===== src/rtl/netled_pkg.sv =====
package netled_pkg;
    localparam int REG_W  = 16;
    localparam int NPULSE = 4;

    // Enable bit positions decoded by software
    localparam int B_COL = 0;
    localparam int B_RX  = 2;
    localparam int B_TX  = 4;
    localparam int B_RXM = 5;
    localparam int B_LNK = 6;
    localparam int B_STR = 7;
    localparam int B_FDX = 8;
    localparam int B_MPK = 9;
    localparam int B_LED = 15;

    // Pulsed sources that may retrigger the stretcher
    localparam int PULSE_POS [NPULSE] = '{B_COL, B_RX, B_TX, B_RXM};

    localparam logic [REG_W-1:0] WR_MASK  = (REG_W'(1) << B_COL) | (REG_W'(1) << B_RX)
                                          | (REG_W'(1) << B_TX)  | (REG_W'(1) << B_RXM)
                                          | (REG_W'(1) << B_LNK) | (REG_W'(1) << B_STR)
                                          | (REG_W'(1) << B_FDX) | (REG_W'(1) << B_MPK);
    localparam logic [REG_W-1:0] CFG_DFLT = (REG_W'(1) << B_STR) | (REG_W'(1) << B_RX);
endpackage


===== src/rtl/netled_cfg.sv =====
module netled_cfg
    import netled_pkg::*;
(
    input  logic             clk,
    input  logic             hrst_n,
    input  logic             wr_en,
    input  logic [REG_W-1:0] wr_data,
    output logic [REG_W-1:0] en_o
);
    typedef struct packed {
        logic [REG_W-1:0] en;
    } cfg_t;

    cfg_t cfg_d, cfg_q;

    always_comb begin
        cfg_d = cfg_q;
        if (wr_en) begin
            cfg_d.en = wr_data & WR_MASK;
        end
    end

    // Only the hard reset touches the enables
    always_ff @(posedge clk or negedge hrst_n) begin
        if (!hrst_n) begin
            cfg_q.en <= CFG_DFLT;
        end else begin
            cfg_q <= cfg_d;
        end
    end

    assign en_o = cfg_q.en;
endmodule


===== src/rtl/netled_src.sv =====
module netled_src
    import netled_pkg::*;
(
    input  logic [REG_W-1:0]  en_i,
    input  logic              ev_col,
    input  logic              ev_rx,
    input  logic              ev_tx,
    input  logic              ev_rxmatch,
    input  logic              lnk_ok,
    input  logic              fdx_on,
    input  logic              mp_mode,
    input  logic              mp_seen,
    output logic              raw_o,
    output logic [NPULSE-1:0] pls_o
);
    logic [REG_W-1:0] src;
    logic [REG_W-1:0] masked;

    always_comb begin
        src        = '0;
        src[B_COL] = ev_col;
        src[B_RX]  = ev_rx;
        src[B_TX]  = ev_tx;
        src[B_RXM] = ev_rxmatch;
        src[B_LNK] = lnk_ok;
        src[B_FDX] = lnk_ok & fdx_on;
        src[B_MPK] = mp_mode & mp_seen;
    end

    assign masked = src & en_i;
    assign raw_o  = |masked;

    for (genvar i = 0; i < NPULSE; i++) begin : g_pulse
        assign pls_o[i] = masked[PULSE_POS[i]];
    end
endmodule


===== src/rtl/netled_stretch.sv =====
module netled_stretch
    import netled_pkg::*;
#(
    parameter int STRETCH_CYC = 4_000_000
) (
    input  logic              clk,
    input  logic              hrst_n,
    input  logic              clr_i,
    input  logic              stretch_en,
    input  logic              raw_i,
    input  logic [NPULSE-1:0] pls_i,
    output logic              led_o
);
    localparam int CNT_W = (STRETCH_CYC < 2) ? 1 : $clog2(STRETCH_CYC);
    localparam logic [CNT_W-1:0] LOAD = CNT_W'(STRETCH_CYC - 1);

    typedef struct packed {
        logic [CNT_W-1:0]  cnt;
        logic [NPULSE-1:0] prev;
        logic              led;
    } st_t;

    st_t  st_d, st_q;
    logic trig;

    always_comb begin
        st_d      = st_q;
        trig      = |(pls_i & ~st_q.prev);
        st_d.prev = pls_i;
        if (!stretch_en) begin
            st_d.cnt = '0;
        end else if (trig) begin
            st_d.cnt = LOAD;
        end else if (st_q.cnt != '0) begin
            st_d.cnt = st_q.cnt - 1'b1;
        end
        st_d.led = raw_i | (stretch_en && (st_q.cnt != '0));
        if (clr_i) begin
            st_d.cnt  = '0;
            st_d.prev = '0;
            st_d.led  = 1'b0;
        end
    end

    always_ff @(posedge clk or negedge hrst_n) begin
        if (!hrst_n) begin
            st_q <= '0;
        end else begin
            st_q <= st_d;
        end
    end

    assign led_o = st_q.led;
endmodule


===== src/rtl/netled_drv.sv =====
module netled_drv
    import netled_pkg::*;
#(
    parameter int STRETCH_CYC = 4_000_000
) (
    input  logic        clk,
    input  logic        hrst_n,
    input  logic        srst,
    input  logic        stop_i,
    input  logic        wr_en,
    input  logic [15:0] wr_data,
    output logic [15:0] rd_data,
    input  logic        ev_col,
    input  logic        ev_rx,
    input  logic        ev_tx,
    input  logic        ev_rxmatch,
    input  logic        lnk_ok,
    input  logic        fdx_on,
    input  logic        mp_mode,
    input  logic        mp_seen,
    output logic        led_o
);
    logic [REG_W-1:0]  en;
    logic              raw;
    logic [NPULSE-1:0] pls;
    logic              led;

    netled_cfg u_cfg (
        .clk     (clk),
        .hrst_n  (hrst_n),
        .wr_en   (wr_en),
        .wr_data (wr_data),
        .en_o    (en)
    );

    netled_src u_src (
        .en_i       (en),
        .ev_col     (ev_col),
        .ev_rx      (ev_rx),
        .ev_tx      (ev_tx),
        .ev_rxmatch (ev_rxmatch),
        .lnk_ok     (lnk_ok),
        .fdx_on     (fdx_on),
        .mp_mode    (mp_mode),
        .mp_seen    (mp_seen),
        .raw_o      (raw),
        .pls_o      (pls)
    );

    netled_stretch #(.STRETCH_CYC(STRETCH_CYC)) u_str (
        .clk        (clk),
        .hrst_n     (hrst_n),
        .clr_i      (srst | stop_i),
        .stretch_en (en[B_STR]),
        .raw_i      (raw),
        .pls_i      (pls),
        .led_o      (led)
    );

    assign led_o   = led;
    assign rd_data = {led, en[B_LED-1:0]};
endmodule


===== config.mk =====
export PLATFORM = sky130hd
export DESIGN_NAME = netled_drv
export DESIGN_NICKNAME = d
export VERILOG_FILES = /design/src/rtl/netled_pkg.sv /design/src/rtl/netled_cfg.sv /design/src/rtl/netled_src.sv /design/src/rtl/netled_stretch.sv /design/src/rtl/netled_drv.sv
export SDC_FILE = /design/constraint.sdc
export NUM_CORES = 1
export LEC_CHECK = 0
export ABC_AREA = 1
export BUFFER_PORTS_ARGS = -buffer_cell sky130_fd_sc_hd__buf_2
export CORE_ASPECT_RATIO = 0.8
export CORE_MARGIN = 8
export CORE_UTILIZATION = 54
export CTS_CLUSTER_DIAMETER = 30
export DETAILED_ROUTE_END_ITERATION = 8
export PLACE_DENSITY = 0.88
export SETUP_SLACK_MARGIN = 0.5
export SLEW_MARGIN = 20
export SYNTH_ARGS = -nofsm -noshare
export SYNTH_HDL_FRONTEND = slang
export SYNTH_HIERARCHICAL = 1
export SYNTH_SLANG_ARGS = --single-unit

===== constraint.sdc =====
create_clock -name clk -period 4.9 [get_ports clk]
set_clock_uncertainty 0.1 [all_clocks]
set_input_delay 0 -clock clk [delete_from_list [all_inputs] [get_ports clk]]
set_output_delay 0 -clock clk [all_outputs]
set_load 0.005 [all_outputs]

==> flow_summary.yaml, run 1 <==
final_layout:
  final_common_cell: "nand2_1"
  layout_common_cells: "87 x nand2_1, 43 x inv_1, 40 x nor2_1"
  drive_gt1_share_pct: 21.2
  n_antenna_cell: 0
  n_fill_cell: 301
  final_nets: 387
  syn2layout_area_growth_pct: 21.9
  utilization_pct: 69.0
power:
  p_per_area_nw_per_um2: 286
  peakVddDrop_mv: 0.247
  leakagePower_nw: 1.47
synthesis:
  syn_area_per_cell_um2: 7.20
  syn-cell-area_um2: 2170
  syn-instance-count: 301
  yosys_warnings: 6
worst_hold_path:
  hp-class: "input port to flip-flop"
drt:
  drt_first_pass_iters: 5
  ant_nets: 0
  routed_wirelength_mm: 5.68
  dr_total_vias: 2051
  routedWlPerCell_um: 13.8
  drc: 0
  first_iter_violations: 91
  viasPerCell: 4.97
floorplanning:
  fp.dieH_um: 72.6
  io_pins: 46
  dieWidth_um: 86.8
  coreArea_um2: 3830
  dieArea_um2: 6310
  initial_core_util_pct: 56.6
  std_cell_rows: 20
sta:
  fmax_ghz: 0.463
  setup_viol: 0
  drv_slew: 0
  hold_viol_final: 0
  finalWorstSetupSlack_ns: 2.74
  final.period_utilization_pct: 44.1
  layout_min_cycle_time_ns: 2.16
  rsz0062_at_grt: "false"
  setup_tns_ns: 0
  tightest_slew_ns: 0.761
  worst_slew_margin_rel_pct: 49.2
placed_design:
  dp_hpwl_mm: 3.75
  pre_cts_slack_ns: 2.82
  gp_congestion: 0.896
  io_buffers: 30
grt:
  gr-usage-met1_pct: 22.7
  grt_util_met3_pct: 4.27
  use_met2_pct: 34.5
  grt_pass1_vias: 2123
  antenna_found_initial: 0
  grt_overflow: 0
  grt_max_degree: 36
  grt_usage_pct: 20.0
  grt-busiest-layer: "met2"
  grt_pass1_wl_mm: 9.78
critical_path:
  path_class: "flip-flop to flip-flop"
  crit_family: "simple AND/OR/NAND/NOR gates"
  regToRegSetupSlack_ns: 2.74
  arrival_ns: 2.24
  crit_slowest_cell: "nor2_2"
  path_max_fanout: 13
  path_buf_inv: 1
  slowest_delay_ns: 0.49
  start_kind: "flip-flop"
  path_cells: "nand2_1, inv_1, nand2_1, o21ai_1, nor2_2, nand2_2, nor2_2, nor2_1, and2_1"
  crit_required_ns: 4.98
  end_kind: "flip-flop"
clock_network:
  cts_buffers: 5
  clkSlewWorstSetupHoldPaths_ns: 0.07
  cts-root-buf: "clkbuf_8"
  cts_buffer_depth: 2
  ctsHtreeMaxLevel: 2
  cts_tree: "built"
  cts_resized: 0
  cts_num_sinks: 35
  clock_latency_ns: 0.29
run_status:
  status: "complete, no violations"
run:
  maxCapViolations: 0
==> report_power, final <==
| group | internal (mW) | switching [mW] | total (mW) |
|---|---|---|---|
| clock | 0.0997 | 0.103 | 0.203 |
| sequential | 0.305 | 0.0142 | 0.319 |
| combinational | 0.0848 | 0.148 | 0.233 |
| total | 0.490 | 0.265 | 0.755 |
==> path summary, 6_finish.rpt <==
kind                                from             end  cells past startpoint
setup / recovery           u_cfg/en_o[4]  u_str/st_q[24]                      9
hold / removal                     wr_en   u_cfg/en_o[7]                      4
setup reg to reg           u_cfg/en_o[4]  u_str/st_q[24]                      9
hold reg to reg            u_cfg/en_o[7]   u_cfg/en_o[7]                      2
max in group asynchronous         hrst_n  u_str/st_q[11]                      2
min in group asynchronous         hrst_n   u_cfg/en_o[9]                      2
==> flip-flops by register name (all words and copies together), names as in the netlist <==
signal and flops:
u_cfg/en_o 8, u_str/led_o 1, u_str/st_q 26
==> worst register-to-register path, delay by kind of cell, from the launching register on <==
family,cells,cell delay (ns)
DFF,1,0.41
buffers and inverters,1,0.06
and+or+nand+nor,7,1.34
AOI/OAI and AO/OA,1,0.14
==> layer usage <==
metal | vias to the layer above | routed length, µm
li1 | 1006 | -
met1 | 952 | 2290
met2 | 75 | 2950
met3 | 18 | 266
met4 | 0 | 176
met5 | - | 0
==> stage by stage <==
step / total power [mW] / std cells / hold slack, ns / area [µm²]
after floorplan: 0.491 / 307 / -0.396 / 2190
after global placement: 0.528 / 380 / 0.0224 / 2310
after detailed placement: 0.536 / 380 / 0.0167 / 2310
after CTS: 0.752 / 413 / 0.0204 / 2640
after global routing: 0.806 / 413 / 0.0573 / 2640
final: 0.755 / 413 / 0.0324 / 2640
==> repair_timing <==
action                                  in CTS  in global routing
endpoints found under the hold margin       45                  0
setup buffers                                0                  0
endpoints found under the setup margin       0                  0
hold buffers                                25                  0
==> cell type report <==
type | instances | area [µm²] | share of cell area [%]
clock buffer | 7 | 76.3 | 2.89
clock inverter | 1 | 5.00 | 0.190
inverter | 45 | 169 | 6.40
multi-input combinational | 215 | 1040 | 39.5
sequential | 35 | 878 | 33.3
tap | 55 | 68.8 | 2.61
timing repair buffer | 55 | 400 | 15.2
(Power assumes the default switching activity.)
==> run 2, diff against run 1 <==
--- a/config.mk
+++ b/config.mk
@@ -5,14 +5,14 @@
 export SDC_FILE = /design/constraint.sdc
 export NUM_CORES = 1
 export LEC_CHECK = 0
-export ABC_AREA = 1
+export ABC_AREA = 0
 export BUFFER_PORTS_ARGS = -buffer_cell sky130_fd_sc_hd__buf_2
 export CORE_ASPECT_RATIO = 0.8
 export CORE_MARGIN = 8
-export CORE_UTILIZATION = 54
+export CORE_UTILIZATION = 48
 export CTS_CLUSTER_DIAMETER = 30
 export DETAILED_ROUTE_END_ITERATION = 8
-export PLACE_DENSITY = 0.88
+export PLACE_DENSITY = 0.85
 export SETUP_SLACK_MARGIN = 0.5
 export SLEW_MARGIN = 20
 export SYNTH_ARGS = -nofsm -noshare
==> constraint.sdc (replaced) <==
create_clock -name clk -period 1.8 [get_ports clk]
set_clock_uncertainty 0.1 [all_clocks]
set_input_delay 0 -clock clk [delete_from_list [all_inputs] [get_ports clk]]
set_output_delay 0 -clock clk [all_outputs]
set_load 0.005 [all_outputs]
==> run 2 against run 1 <==
The flow now finishes with violations (setup timing); register-to-register slack got worse by 3.3 ns; critical path type unchanged; synthesized cell count fell by 38%; critical path depth fell by 3; utilization rose by 12 points; routed wire length rose by 30%; design area rose by 15%; first-iteration DRC count rose by 130%; largest power group is now combinational logic.
==> flow_summary.yaml, run 2 <==
run_status:
  status: "complete, but fails checks"
  failed_checks: "setup timing"
clock_network:
  clkSlewWorstSetupHoldPaths_ns: 0.06
  cts_buffer_depth: 2
  clock_latency_ns: 0.30
  cts-root-buf: "clkbuf_8"
  cts_buffers: 5
  cts_num_sinks: 35
  cts_tree: "built"
  ctsHtreeMaxLevel: 2
final_layout:
  largest-register: "u_str/st_q"
  n_antenna_cell: 0
  instances_no_fill: 341
  utilization_pct: 80.7
  n_fill_cell: 187
  final_nets: 316
  ff_latch_area_um2: 878
  multi_input_area_um2: 1240
  largest_reg_flops: 26
  syn2layout_area_growth_pct: 61.3
  layout_common_cells: "49 x buf_4, 33 x dfrtp_1, 30 x buf_2"
  drive_gt1_share_pct: 55.6
  final_common_cell: "buf_4"
power:
  p_per_area_nw_per_um2: 924
  peakVddDrop_mv: 0.562
  leakagePower_nw: 1.43
floorplanning:
  fp.dieH_um: 72.1
  dieWidth_um: 86.1
  io_pins: 46
  initial_core_util_pct: 50.0
  std_cell_rows: 20
  dieArea_um2: 6210
  coreArea_um2: 3780
sta:
  final.period_utilization_pct: 131
  hold_viol_final: 0
  rsz0062_at_grt: "true"
  tightest_slew_ns: 0.774
  setup_viol: 23
  worst_slew_margin_rel_pct: 48.4
  setup_tns_ns: -10.29
  drv_slew: 0
  layout_min_cycle_time_ns: 2.37
  fmax_ghz: 0.423
  finalWorstSetupSlack_ns: -0.566
  hold_slack_ns: 0.000105
critical_path:
  start_kind: "flip-flop"
  end_kind: "flip-flop"
  path_max_fanout: 5
  crit_required_ns: 1.93
  arrival_ns: 2.49
  path_class: "flip-flop to flip-flop"
grt:
  grt_usage_pct: 20.7
  grt_max_degree: 36
  grt_overflow: 0
  grt_pass1_wl_mm: 10.0
  antenna_found_initial: 0
  grt_pass1_vias: 2050
synthesis:
  syn_area_per_cell_um2: 10.2
  syn-cell-area_um2: 1890
  yosys_warnings: 6
  syn-instance-count: 186
drt:
  met2WireLength_mm: 3.67
  met1Wirelength_mm: 2.83
  ant_nets: 0
  wl_met3_um: 529
  viasPerCell: 5.76
  drc: 0
  routed_wirelength_mm: 7.38
  first_iter_violations: 206
  top_layer: "met4"
  drt_first_pass_iters: 4
  dr_total_vias: 1965
  routedWlPerCell_um: 21.7
placed_design:
  gp_congestion: 0.880
  dp.cells: 306
  io_buffers: 30
  dp_hpwl_mm: 3.61
  pre_cts_slack_ns: -0.478
run:
  maxCapViolations: 0
worst_hold_path:
  hp-class: "input port to flip-flop"
==> run 2: layout make-up <==
class / instances / area share (%)
clock buffer: 6 / 2.71
clock inverter: 1 / 0.164
inverter: 6 / 0.739
multi-input combinational: 138 / 40.6
sequential: 35 / 28.8
tap: 55 / 2.26
timing repair buffer: 100 / 24.7
==> run 2: final timing paths <==
path	from	endpoint	slack, ns	depth (start not counted)
max	u_str/st_q[6]	u_str/st_q[14]	-0.57	6
min	ev_tx	u_str/st_q[3]	0.0001	3
max reg2reg	u_str/st_q[6]	u_str/st_q[14]	-0.57	6
min reg2reg	u_cfg/en_o[0]	u_cfg/en_o[0]	0.45	1
max in group asynchronous	hrst_n	u_cfg/en_o[4]	0.88	2
min in group asynchronous	hrst_n	u_str/st_q[15]	0.22	2
==> run 2: repair_timing <==
| action | CTS | global route |
|---|---|---|
| setup endpoints to repair | 23 | 23 |
| setup buffers | 11 | 6 |
| pin swaps | 12 | 23 |
| endpoints found under the hold margin | 42 | 0 |
| gates resized for setup | 33 | 26 |
| hold buffers | 11 | 0 |
==> run 2: critical path, cell delays in order, from the launching register on <==
cell and delay [ns]:
dfrtp_1 0.41, buf_4 0.15, or4_4 0.53, or4_4 0.46, a211oi_4 0.36, buf_4 0.18
o21a_1 0.11
==> run 2: through the flow <==
| stage | cell area (µm²) | power, mW |
|---|---|---|
| floorplan | 1960 | 1.35 |
| global placement | 2410 | 1.65 |
| detailed placement | 2410 | 1.67 |
| CTS | 2870 | 2.54 |
| global route | 3050 | 2.91 |
| finish | 3050 | 2.82 |
==> run 2: metal layers <==
metal,up-vias,GRT usage (%)
li1,847,-
met1,965,23.5
met2,119,36.1
met3,34,4.85
met4,0,9.50
met5,-,0
==> run 2: where the power goes <==
| group | switching, mW | internal (mW) | total [mW] |
|---|---|---|---|
| clock network | 0.284 | 0.300 | 0.584 |
| registers | 0.0426 | 0.838 | 0.880 |
| logic | 0.684 | 0.669 | 1.35 |
